## config.mk

```make
export PLATFORM = sky130hd
export DESIGN_NAME = twin_observer
export DESIGN_NICKNAME = d
export VERILOG_FILES = /design/src/rtl/twin_pkg.sv /design/src/rtl/tw_edge.sv /design/src/rtl/tw_tick_cnt.sv /design/src/rtl/tw_window.sv /design/src/rtl/twin_observer.sv
export SDC_FILE = /design/constraint.sdc
export NUM_CORES = 1
export LEC_CHECK = 0
export BUFFER_PORTS_ARGS = -buffer_cell sky130_fd_sc_hd__buf_4
export CAP_MARGIN = 20
export CORE_MARGIN = 5
export CORE_UTILIZATION = 51
export CTS_BUF_LIST = sky130_fd_sc_hd__clkbuf_8
export CTS_CLUSTER_DIAMETER = 120
export DETAILED_ROUTE_END_ITERATION = 8
export GPL_TIMING_DRIVEN = 0
export PLACE_DENSITY = 0.88
export SLEW_MARGIN = 20
export SYNTH_ARGS = -nofsm -noshare
export SYNTH_HDL_FRONTEND = slang
export SYNTH_SLANG_ARGS = --single-unit
```

## constraint.sdc

```tcl
create_clock -name clk -period 2.3 [get_ports clk]
set_input_delay 0.23 -clock clk [delete_from_list [all_inputs] [get_ports clk]]
set_output_delay 0.23 -clock clk [all_outputs]
set_load 0.02 [all_outputs]
```

## src/rtl/twin_pkg.sv

```systemverilog
package twin_pkg;
   typedef enum logic [1:0] {
      TW_PRECEDE   = 2'd0,
      TW_TRIGGER   = 2'd1,
      TW_TERMINATE = 2'd2,
      TW_OFF       = 2'd3
   } tw_mode_e;
endpackage

```

## src/rtl/tw_edge.sv

```systemverilog
module tw_edge #(
   parameter bit RISE = 1'b1
) (
   input  logic clk,
   input  logic rst,
   input  logic sig_i,
   output logic edge_o
);
   logic sig_q;

   always_ff @(posedge clk) begin
      if (rst) sig_q <= 1'b0;
      else     sig_q <= sig_i;
   end

   generate
      if (RISE) begin : g_rise
         assign edge_o = sig_i & ~sig_q;
      end else begin : g_fall
         assign edge_o = ~sig_i & sig_q;
      end
   endgenerate

   // a detected edge means the level really changed since last cycle
   p_edge_change_r2: assert property (@(posedge clk) disable iff (rst)
      edge_o |=> $past(sig_i) != $past(sig_q));
endmodule

```

## src/rtl/tw_tick_cnt.sv

```systemverilog
module tw_tick_cnt #(
   parameter int W = 8
) (
   input  logic         clk,
   input  logic         rst,
   input  logic         clr_i,
   input  logic         inc_i,
   output logic [W-1:0] cnt_o
);
   localparam logic [W-1:0] CNT_TOP = {W{1'b1}};

   generate
      if (W < 2) begin : g_bad_w
         initial $fatal(1, "tw_tick_cnt: W must be at least 2");
      end
   endgenerate

   always_ff @(posedge clk) begin
      if (rst || clr_i)                  cnt_o <= '0;
      else if (inc_i && cnt_o != CNT_TOP) cnt_o <= cnt_o + 1'b1;
   end

   // a restart leaves the count at zero
   p_clear_zero_r11: assert property (@(posedge clk) disable iff (rst)
      clr_i |=> cnt_o == '0);
   // the count saturates rather than wrapping
   p_no_wrap_r5: assert property (@(posedge clk) disable iff (rst)
      (cnt_o == CNT_TOP && !clr_i) |=> cnt_o == CNT_TOP);
endmodule

```

## src/rtl/tw_window.sv

```systemverilog
module tw_window #(
   parameter int W         = 8,
   parameter bit ZERO_OPEN = 1'b1
) (
   input  logic [W-1:0] cnt_i,
   input  logic         tick_i,
   input  logic [W-1:0] min_i,
   input  logic [W-1:0] max_i,
   output logic         pass_o,
   output logic         late_o
);
   localparam int EW = W + 1;

   logic [EW-1:0] eff;
   logic          lo_ok;
   logic          hi_ok;
   logic          over;

   assign eff   = EW'(cnt_i) + EW'(tick_i);
   assign lo_ok = eff >= EW'(min_i);
   assign over  = eff > EW'(max_i);

   generate
      if (ZERO_OPEN) begin : g_zero_open
         assign hi_ok  = (max_i == '0) | ~over;
         assign late_o = tick_i & (max_i != '0) & over;
      end else begin : g_zero_closed
         assign hi_ok  = ~over;
         assign late_o = tick_i & over;
      end
   endgenerate

   assign pass_o = lo_ok & hi_ok;
endmodule

```

## src/rtl/twin_observer.sv

```systemverilog
module twin_observer
   import twin_pkg::*;
#(
   parameter int CNT_W = 8
) (
   input  logic             clk,
   input  logic             rst,
   input  logic [1:0]       mode_i,
   input  logic             act_i,
   input  logic             evt_i,
   input  logic             tgt_i,
   input  logic             tick_i,
   input  logic [CNT_W-1:0] min_i,
   input  logic [CNT_W-1:0] max_i,
   output logic             viol_o
);
   localparam int EW = CNT_W + 1;

   generate
      if (CNT_W < 2 || CNT_W > 30) begin : g_bad_cnt
         initial $fatal(1, "twin_observer: CNT_W out of range");
      end
   endgenerate

   tw_mode_e         mode;
   logic             act_fall;
   logic             tgt_rise;
   logic             ref_ev;
   logic             tgt_ev;
   logic             busy_q, busy_d;
   logic             viol_d;
   logic [CNT_W-1:0] cnt_q;
   logic             pass;
   logic             late;

   assign mode = tw_mode_e'(mode_i);

   tw_edge #(.RISE(1'b0)) u_act_edge (
      .clk(clk), .rst(rst), .sig_i(act_i), .edge_o(act_fall));
   tw_edge #(.RISE(1'b1)) u_tgt_edge (
      .clk(clk), .rst(rst), .sig_i(tgt_i), .edge_o(tgt_rise));

   always_comb begin
      ref_ev = 1'b0;
      tgt_ev = 1'b0;
      case (mode)
         TW_PRECEDE:   begin ref_ev = act_fall;        tgt_ev = tgt_rise; end
         TW_TRIGGER:   begin ref_ev = evt_i;           tgt_ev = tgt_rise; end
         TW_TERMINATE: begin ref_ev = evt_i & act_i;   tgt_ev = act_fall; end
         default:      begin ref_ev = 1'b0;            tgt_ev = 1'b0;     end
      endcase
   end

   tw_tick_cnt #(.W(CNT_W)) u_cnt (
      .clk(clk), .rst(rst), .clr_i(ref_ev),
      .inc_i(busy_q & tick_i), .cnt_o(cnt_q));

   tw_window #(.W(CNT_W), .ZERO_OPEN(1'b1)) u_win (
      .cnt_i(cnt_q), .tick_i(tick_i), .min_i(min_i), .max_i(max_i),
      .pass_o(pass), .late_o(late));

   always_comb begin
      busy_d = busy_q;
      viol_d = 1'b0;
      if (ref_ev) begin
         if (tgt_ev) begin
            busy_d = 1'b0;
            viol_d = (min_i != '0);
         end else begin
            busy_d = 1'b1;
         end
      end else if (busy_q) begin
         if (tgt_ev) begin
            busy_d = 1'b0;
            viol_d = ~pass;
         end else if (late) begin
            busy_d = 1'b0;
            viol_d = 1'b1;
         end
      end
   end

   always_ff @(posedge clk) begin
      if (rst) begin
         busy_q <= 1'b0;
         viol_o <= 1'b0;
      end else begin
         busy_q <= busy_d;
         viol_o <= viol_d;
      end
   end

   // reset leaves no violation behind
   p_reset_quiet_r1: assert property (@(posedge clk)
      rst |=> !viol_o);
   // no pending check and no reference means no violation
   p_dormant_r10: assert property (@(posedge clk) disable iff (rst)
      (!busy_q && !ref_ev) |=> !viol_o);
   // a reference without a same-cycle target opens a fresh check
   p_restart_r11: assert property (@(posedge clk) disable iff (rst)
      (ref_ev && !tgt_ev) |=> (busy_q && cnt_q == '0));
   // the tick past the upper bound flags a violation
   p_late_r8: assert property (@(posedge clk) disable iff (rst)
      (busy_q && !ref_ev && !tgt_ev && tick_i && max_i != '0 && cnt_q == max_i)
      |=> viol_o);
   // a target below the lower bound flags a violation
   p_early_r7: assert property (@(posedge clk) disable iff (rst)
      (busy_q && !ref_ev && tgt_ev && (EW'(cnt_q) + EW'(tick_i) < EW'(min_i)))
      |=> viol_o);
   // a same-cycle target with zero lower bound passes
   p_zero_pass_r12: assert property (@(posedge clk) disable iff (rst)
      (ref_ev && tgt_ev && min_i == '0) |=> !viol_o);
endmodule

```

==> flow_summary.yaml, run 1 <==
clock_tree:
  postCtsHoldBufs: 0
  cts-buffers-inserted: 3
  path_clk_slew_ns: 0.06
  clock-root-buffer: "sky130_fd_sc_hd__clkbuf_8"
  tritoncts: "yes"
  cts_num_sinks: 12
  cts.path.max_buffers: 2
  worst_skew_pair.late_latency_ns: 0.25
  htree_num_levels: 1
power:
  power_per_cell_area_nw_per_um2: 358
  p_clk_share_pct: 42.0
  finalPower_uw: 565
  ir_drop_v: 0.000361
  power.share.combinational_pct: 19.8
  switching_share_pct: 26.1
  power.internal_uw: 417
  cellLeakagePower_uw: 0.000755
  share_seq_of_total_power_pct: 38.1
  power.switching_uw: 148
place:
  placed_cells: 195
  dpl-instance-area_um2: 1380
  portBuffers: 24
  dp_hpwl_um: 2510
  gp_congestion: 0.898
cells_and_area:
  most_frequent_standard_cell_in_the_layout_excluding_fill_and_tap_cells: "sky130_fd_sc_hd__buf_4"
  final_net_count: 220
  layout-drive-gt1-share_pct: 33.5
  final_cell_mix: "33 x sky130_fd_sc_hd__buf_4, 17 x sky130_fd_sc_hd__inv_1, 16 x sky130_fd_sc_hd__ha_1, 10 x sky130_fd_sc_hd__nor2_1, 9 x sky130_fd_sc_hd__dfxtp_1"
  areaGrowthSynthToFinish_pct: 36.6
  layout.cell_area.non_filler_um2: 1580
  layout.cells.non_filler: 204
  diodes: 0
sta:
  max_slew_margin_pct: 75.2
  finalClockSkew_ns: 0.00814
  fin_crit_ns: 2.37
  slew_viol_final: 0
  final.hold.worst_slack_ns: 0.181
  timing.final.ws_setup_ns: -0.0668
  rsz0062_at_grt: "true"
  final-hold-violation-count: 0
  totalNegativeSetupSlack_ns: -0.0668
  max_slew.worst_pin.slew_ns: 0.373
  maxClockFrequency_ghz: 0.423
  setup_viol_count_final: 1
  layout_worst_path_cycle_share_pct: 103
setup_path:
  worstPathCellList: "ha_4 -> nand4_1 -> nor2_2 -> xor2_2 -> ha_1 -> a21o_1 -> a2111oi_4 -> o22ai_2 -> a31o_1"
  critical-path-slowest-cell: "sky130_fd_sc_hd__dfxtp_4"
  critPathBufInv: 0
  startpoint_type: "register"
  cp_data_arrival_time_ns: 2.50
  timing.critical_path.fanout_max: 3
  cp_top_family: "compound AO/OA/AOI/OAI gates"
  max_stage_delay_ns: 0.37
  timing.setup.critical_path_class: "reg -> reg"
  end_kind: "register"
  timing.critical_path.required_ns: 2.44
synth:
  cell_area_after_technology_mapping_um2: 1150
  synthFlopType: "sky130_fd_sc_hd__dfxtp_1"
  synth_register_bits: 12
  synthArstFlopShare_pct: 0
  netlist-cell-type-count: 40
  netlist_instances: 143
  post_synth_edffs: 0
  ys_seq_area_share_pct: 20.8
  yosys_warnings: 0
  postSynthAreaPerCell_um2: 8.08
  synth.net_count: 186
run_status:
  outcome: "finished with violations"
  failed_checks: "setup timing"
floorplanning:
  start_util_pct: 52.7
  die_height_um: 57.6
  floorplan.core_area_um2: 2190
  die_width_um: 57.6
  core.rowCount: 17
  floorplan.die_area_um2: 3320
  io_pins: 25
grt:
  grt_pass1_wl_um: 5840
  grt_max_degree: 9
  grt.total_usage_pct: 22.5
  antenna_found_initial: 0
  global_route.overflow_total: 0
  grt_pass1_vias: 1343
routing:
  routedWlPerCell_um: 17.8
  postRouteAntennaNets: 0
  detailroute.via_count: 1265
  drt-initial-drc-count: 35
  firstDrtPassIters: 4
  viasPerCell: 6.20
  drt_wl_total_um: 3630
  drt_drc_violations_left: 0
worst_hold_path:
  hold_class: "in -> reg"
job:
  timing.max_cap.violations: 0
==> registers in the layout, indices dropped and copies added (netlist names) <==
signal	flops
busy_q	1
viol_o	1
u_tgt_edge.sig_q	1
u_cnt.cnt_o	8
u_act_edge.sig_q	1
==> worst register-to-register path, delay by kind of cell, from the launching register on <==
kind	cells	cell delay, ns
AOI/OAI and AO/OA	4	0.90
xor gates and xnor gates	1	0.19
adders and majority gates	2	0.42
DFF	1	0.37
and+or+nand+nor	2	0.39
==> power groups by stage <==
| stage | clock network [uW] | logic (uW) | registers [uW] |
|---|---|---|---|
| after floorplan | 0 | 47.7 | 220 |
| after global placement | 0 | 93.6 | 220 |
| after detailed placement | 0 | 101 | 220 |
| after CTS | 236 | 107 | 215 |
| after global routing | 251 | 123 | 216 |
| final | 238 | 112 | 215 |
==> final cells by class <==
cell class	instances	area, um2
plain buffers	3	22.5
clock buffers	4	55.1
fillers	162	613
inverters	17	63.8
multi-input cells	110	930
flip-flops and latches	12	246
well taps	28	35.0
repair buffers	30	225
==> through the flow <==
step	setup slack (ns)	util, %
after global placement	-0.255	62.8
final	-0.0668	72.0
after global routing	-0.204	72.0
after floorplan	0.0113	-
after detailed placement	-0.325	62.8
after CTS	0.00634	70.0
==> routing by layer <==
layer / up-vias / share of wire [%] / GRT usage, %
met1: 593 / 35 / 21.6
met4: 0 / 6.2 / 10.3
met3: 26 / 6.1 / 5.66
met5: - / 0 / 0
met2: 66 / 53 / 43.9
li1: 580 / - / -
==> kinds of logic (layout without fill, tap and decap cells) <==
family / after synthesis / count (layout) / synth area share, %
buffers and inverters: 21 / 54 / 7.15
AO/OA/AOI/OAI: 27 / 27 / 17.2
AND/OR/NAND/NOR: 52 / 52 / 25.1
adder cells (fa/ha/maj): 19 / 19 / 20.6
XOR/XNOR: 12 / 12 / 9.10
flip-flops: 12 / 12 / 20.8
==> worst paths after layout <==
path         slack [ns]          endpoint  depth (start not counted)      startpoint
max               -0.07            viol_o                          9  u_cnt.cnt_o[0]
min reg2reg        0.52    u_cnt.cnt_o[1]                          2  u_cnt.cnt_o[1]
min                0.18  u_act_edge.sig_q                          2             rst
max reg2reg       -0.07            viol_o                          9  u_cnt.cnt_o[0]
==> cell usage after synthesis, types with 2 or more instances <==
cell type	number	area share [%]
sky130_fd_sc_hd__a21oi_1	8	3.5
sky130_fd_sc_hd__dfxtp_1	12	21
sky130_fd_sc_hd__ha_1	19	21
sky130_fd_sc_hd__nor4_1	4	2.2
sky130_fd_sc_hd__nor2_1	11	3.6
sky130_fd_sc_hd__o21ai_0	3	1.3
sky130_fd_sc_hd__or3_1	2	1.1
sky130_fd_sc_hd__xnor2_1	8	6.1
sky130_fd_sc_hd__buf_2	3	1.3
sky130_fd_sc_hd__nor3_1	5	2.2
sky130_fd_sc_hd__nor2b_1	2	1.1
sky130_fd_sc_hd__o211ai_1	3	2.0
sky130_fd_sc_hd__inv_1	17	5.5
sky130_fd_sc_hd__nand2_1	8	2.6
sky130_fd_sc_hd__xor2_1	4	3.0
sky130_fd_sc_hd__nor3b_1	2	1.3
sky130_fd_sc_hd__nand3_1	6	2.6
sky130_fd_sc_hd__nand4_1	4	2.2
==> repair_timing <==
action / CTS / global route
setup endpoints to repair: 2 / 2
pin swaps: 10 / 5
buffers inserted: 5 / 1
endpoints found under the hold margin: 0 / 0
gates resized for setup: 15 / 6
No activity file was read; power rests on OpenSTA's default activity.
==> run 2, diff against run 1 <==
--- a/config.mk
+++ b/config.mk
@@ -8,7 +8,7 @@
 export BUFFER_PORTS_ARGS = -buffer_cell sky130_fd_sc_hd__buf_4
 export CAP_MARGIN = 20
 export CORE_MARGIN = 5
-export CORE_UTILIZATION = 51
+export CORE_UTILIZATION = 54
 export CTS_BUF_LIST = sky130_fd_sc_hd__clkbuf_8
 export CTS_CLUSTER_DIAMETER = 120
 export DETAILED_ROUTE_END_ITERATION = 8
==> constraint.sdc (replaced) <==
create_clock -name clk -period 2.9 [get_ports clk]
set_input_delay 0.29 -clock clk [delete_from_list [all_inputs] [get_ports clk]]
set_output_delay 0.29 -clock clk [all_outputs]
set_load 0.02 [all_outputs]
==> flow_summary.yaml, run 2 (synthesized netlist as in run 1, its figures left out) <==
sta:
  slew_viol_final: 0
  totalNegativeSetupSlack_ns: 0
  finalClockSkew_ns: 0.00208
  max_slew_margin_pct: 71.8
  final.hold.worst_slack_ns: 0.238
  max_slew.worst_pin.slew_ns: 0.422
  setup_viol_count_final: 0
  rsz0062_at_grt: "false"
  fin_crit_ns: 2.73
  final-hold-violation-count: 0
  timing.final.ws_setup_ns: 0.167
  layout_worst_path_cycle_share_pct: 94.2
  maxClockFrequency_ghz: 0.366
place:
  dpl-instance-area_um2: 1370
  portBuffers: 24
  dp_hpwl_um: 2370
  pre_cts_ws_ns: 0.0108
  gp_congestion: 0.836
floorplanning:
  floorplan.core_area_um2: 2000
  io_pins: 25
  die_width_um: 56.2
  start_util_pct: 57.7
  floorplan.die_area_um2: 3160
  core.rowCount: 16
  die_height_um: 56.2
job:
  timing.max_cap.violations: 0
setup_path:
  worst-r2r-cell-count: 10
  timing.critical_path.fanout_max: 5
  cp_data_arrival_time_ns: 2.87
  worstReg2RegStart: "u_cnt.cnt_o[0]"
  regToRegSetupSlack_ns: 0.17
  end_kind: "register"
  timing.setup.critical_path_class: "reg -> reg"
  regToRegEndpoint: "viol_o"
  startpoint_type: "register"
  timing.critical_path.required_ns: 3.04
grt:
  grt_pass1_vias: 1170
  global_route.overflow_total: 0
  antenna_found_initial: 0
  grt_max_degree: 9
  grt_pass1_wl_um: 4860
  grt.total_usage_pct: 19.2
cells_and_area:
  largest-register: "u_cnt.cnt_o"
  diodes: 0
  layout.cell_area.non_filler_um2: 1440
  most_frequent_standard_cell_in_the_layout_excluding_fill_and_tap_cells: "sky130_fd_sc_hd__buf_4"
  layout-drive-gt1-share_pct: 23.4
  final_net_count: 215
  largest_reg_flops: 8
  num-fill-cells: 172
  final_cell_mix: "25 x sky130_fd_sc_hd__buf_4, 19 x sky130_fd_sc_hd__ha_1, 17 x sky130_fd_sc_hd__inv_1, 12 x sky130_fd_sc_hd__dfxtp_1, 10 x sky130_fd_sc_hd__nor2_1"
  areaGrowthSynthToFinish_pct: 24.6
clock_tree:
  postCtsHoldBufs: 0
  cts_num_sinks: 12
  path_clk_slew_ns: 0.05
  cts.path.max_buffers: 2
  cts-buffers-inserted: 3
  clock-root-buffer: "sky130_fd_sc_hd__clkbuf_8"
  worst_skew_pair.late_latency_ns: 0.25
  htree_num_levels: 1
  tritoncts: "yes"
routing:
  drt_wl_total_um: 2980
  drt-initial-drc-count: 37
  viasPerCell: 5.94
  routedWlPerCell_um: 15.1
  postRouteAntennaNets: 0
  firstDrtPassIters: 4
  drt_drc_violations_left: 0
  detailroute.via_count: 1177
run_status:
  outcome: "finished, final reports clean"
worst_hold_path:
  hold_path_startpoint: "rst"
  hold_class: "in -> reg"
  min_path_cells: 2
  endpoint_worst_hold: "u_act_edge.sig_q"
power:
  cellLeakagePower_uw: 0.000707
  power_per_cell_area_nw_per_um2: 305
  ir_drop_v: 0.000290
run 2: routing by layer:
metal	global-route usage (%)	part of all wire (%)	up-vias
met5	0	0	-
met4	8.81	4.9	0
met3	5.80	6.9	13
met2	32.7	50	48
met1	21.6	38	541
li1	-	-	575
run 2: worst max-delay path by stage:
stage	start	end	slack, ns	depth (start not counted)
finish	u_cnt.cnt_o[0]	viol_o	0.17	10
global placement	u_cnt.cnt_o[0]	viol_o	0.02	10
detailed placement	u_cnt.cnt_o[0]	viol_o	0.01	10
global route	u_cnt.cnt_o[0]	viol_o	0.04	10
CTS	u_cnt.cnt_o[0]	viol_o	0.02	10
floorplan	u_cnt.cnt_o[0]	viol_o	0.56	9
run 2: per-stage QoR:
stage	std cells	power, uW	utilization, %
global placement	194	248	68.4
detailed placement	194	253	68.4
CTS	198	436	71.2
finish	198	438	71.9
global route	198	463	71.9
floorplan	143	212	-
run 2: what timing repair did:
action	CTS	global route
setup endpoints to repair	1	2
buffers inserted	0	1
pin swaps	0	1
gates resized for setup	1	2
run 2: critical path: stages, from the launching register on:
cell,delay [ns]
sky130_fd_sc_hd__dfxtp_1,0.41
sky130_fd_sc_hd__ha_1,0.22
sky130_fd_sc_hd__nand4_1,0.20
sky130_fd_sc_hd__nor2_2,0.20
sky130_fd_sc_hd__xor2_2,0.23
sky130_fd_sc_hd__ha_1,0.29
sky130_fd_sc_hd__nand3_1,0.14
sky130_fd_sc_hd__nor2_1,0.06
sky130_fd_sc_hd__a2111oi_1,0.44
sky130_fd_sc_hd__o22ai_1,0.19
sky130_fd_sc_hd__a31o_1,0.24
run 2: where the power goes:
part	leakage, uW	switching [uW]	internal (uW)
Clock	0.0000288	66.7	120
Combinational	0.000580	39.9	40.1
Sequential	0.0000974	2.92	168
run 2: layout make-up:
type	instances	area, um2	share of cell area [%]
Timing Repair Buffer	25	188	13.0
Buffer	3	15.0	1.04
Sequential cell	12	240	16.7
Tap cell	27	33.8	2.35
Multi-Input combinational cell	110	843	58.6
Inverter	17	63.8	4.43
Clock buffer	4	55.1	3.83
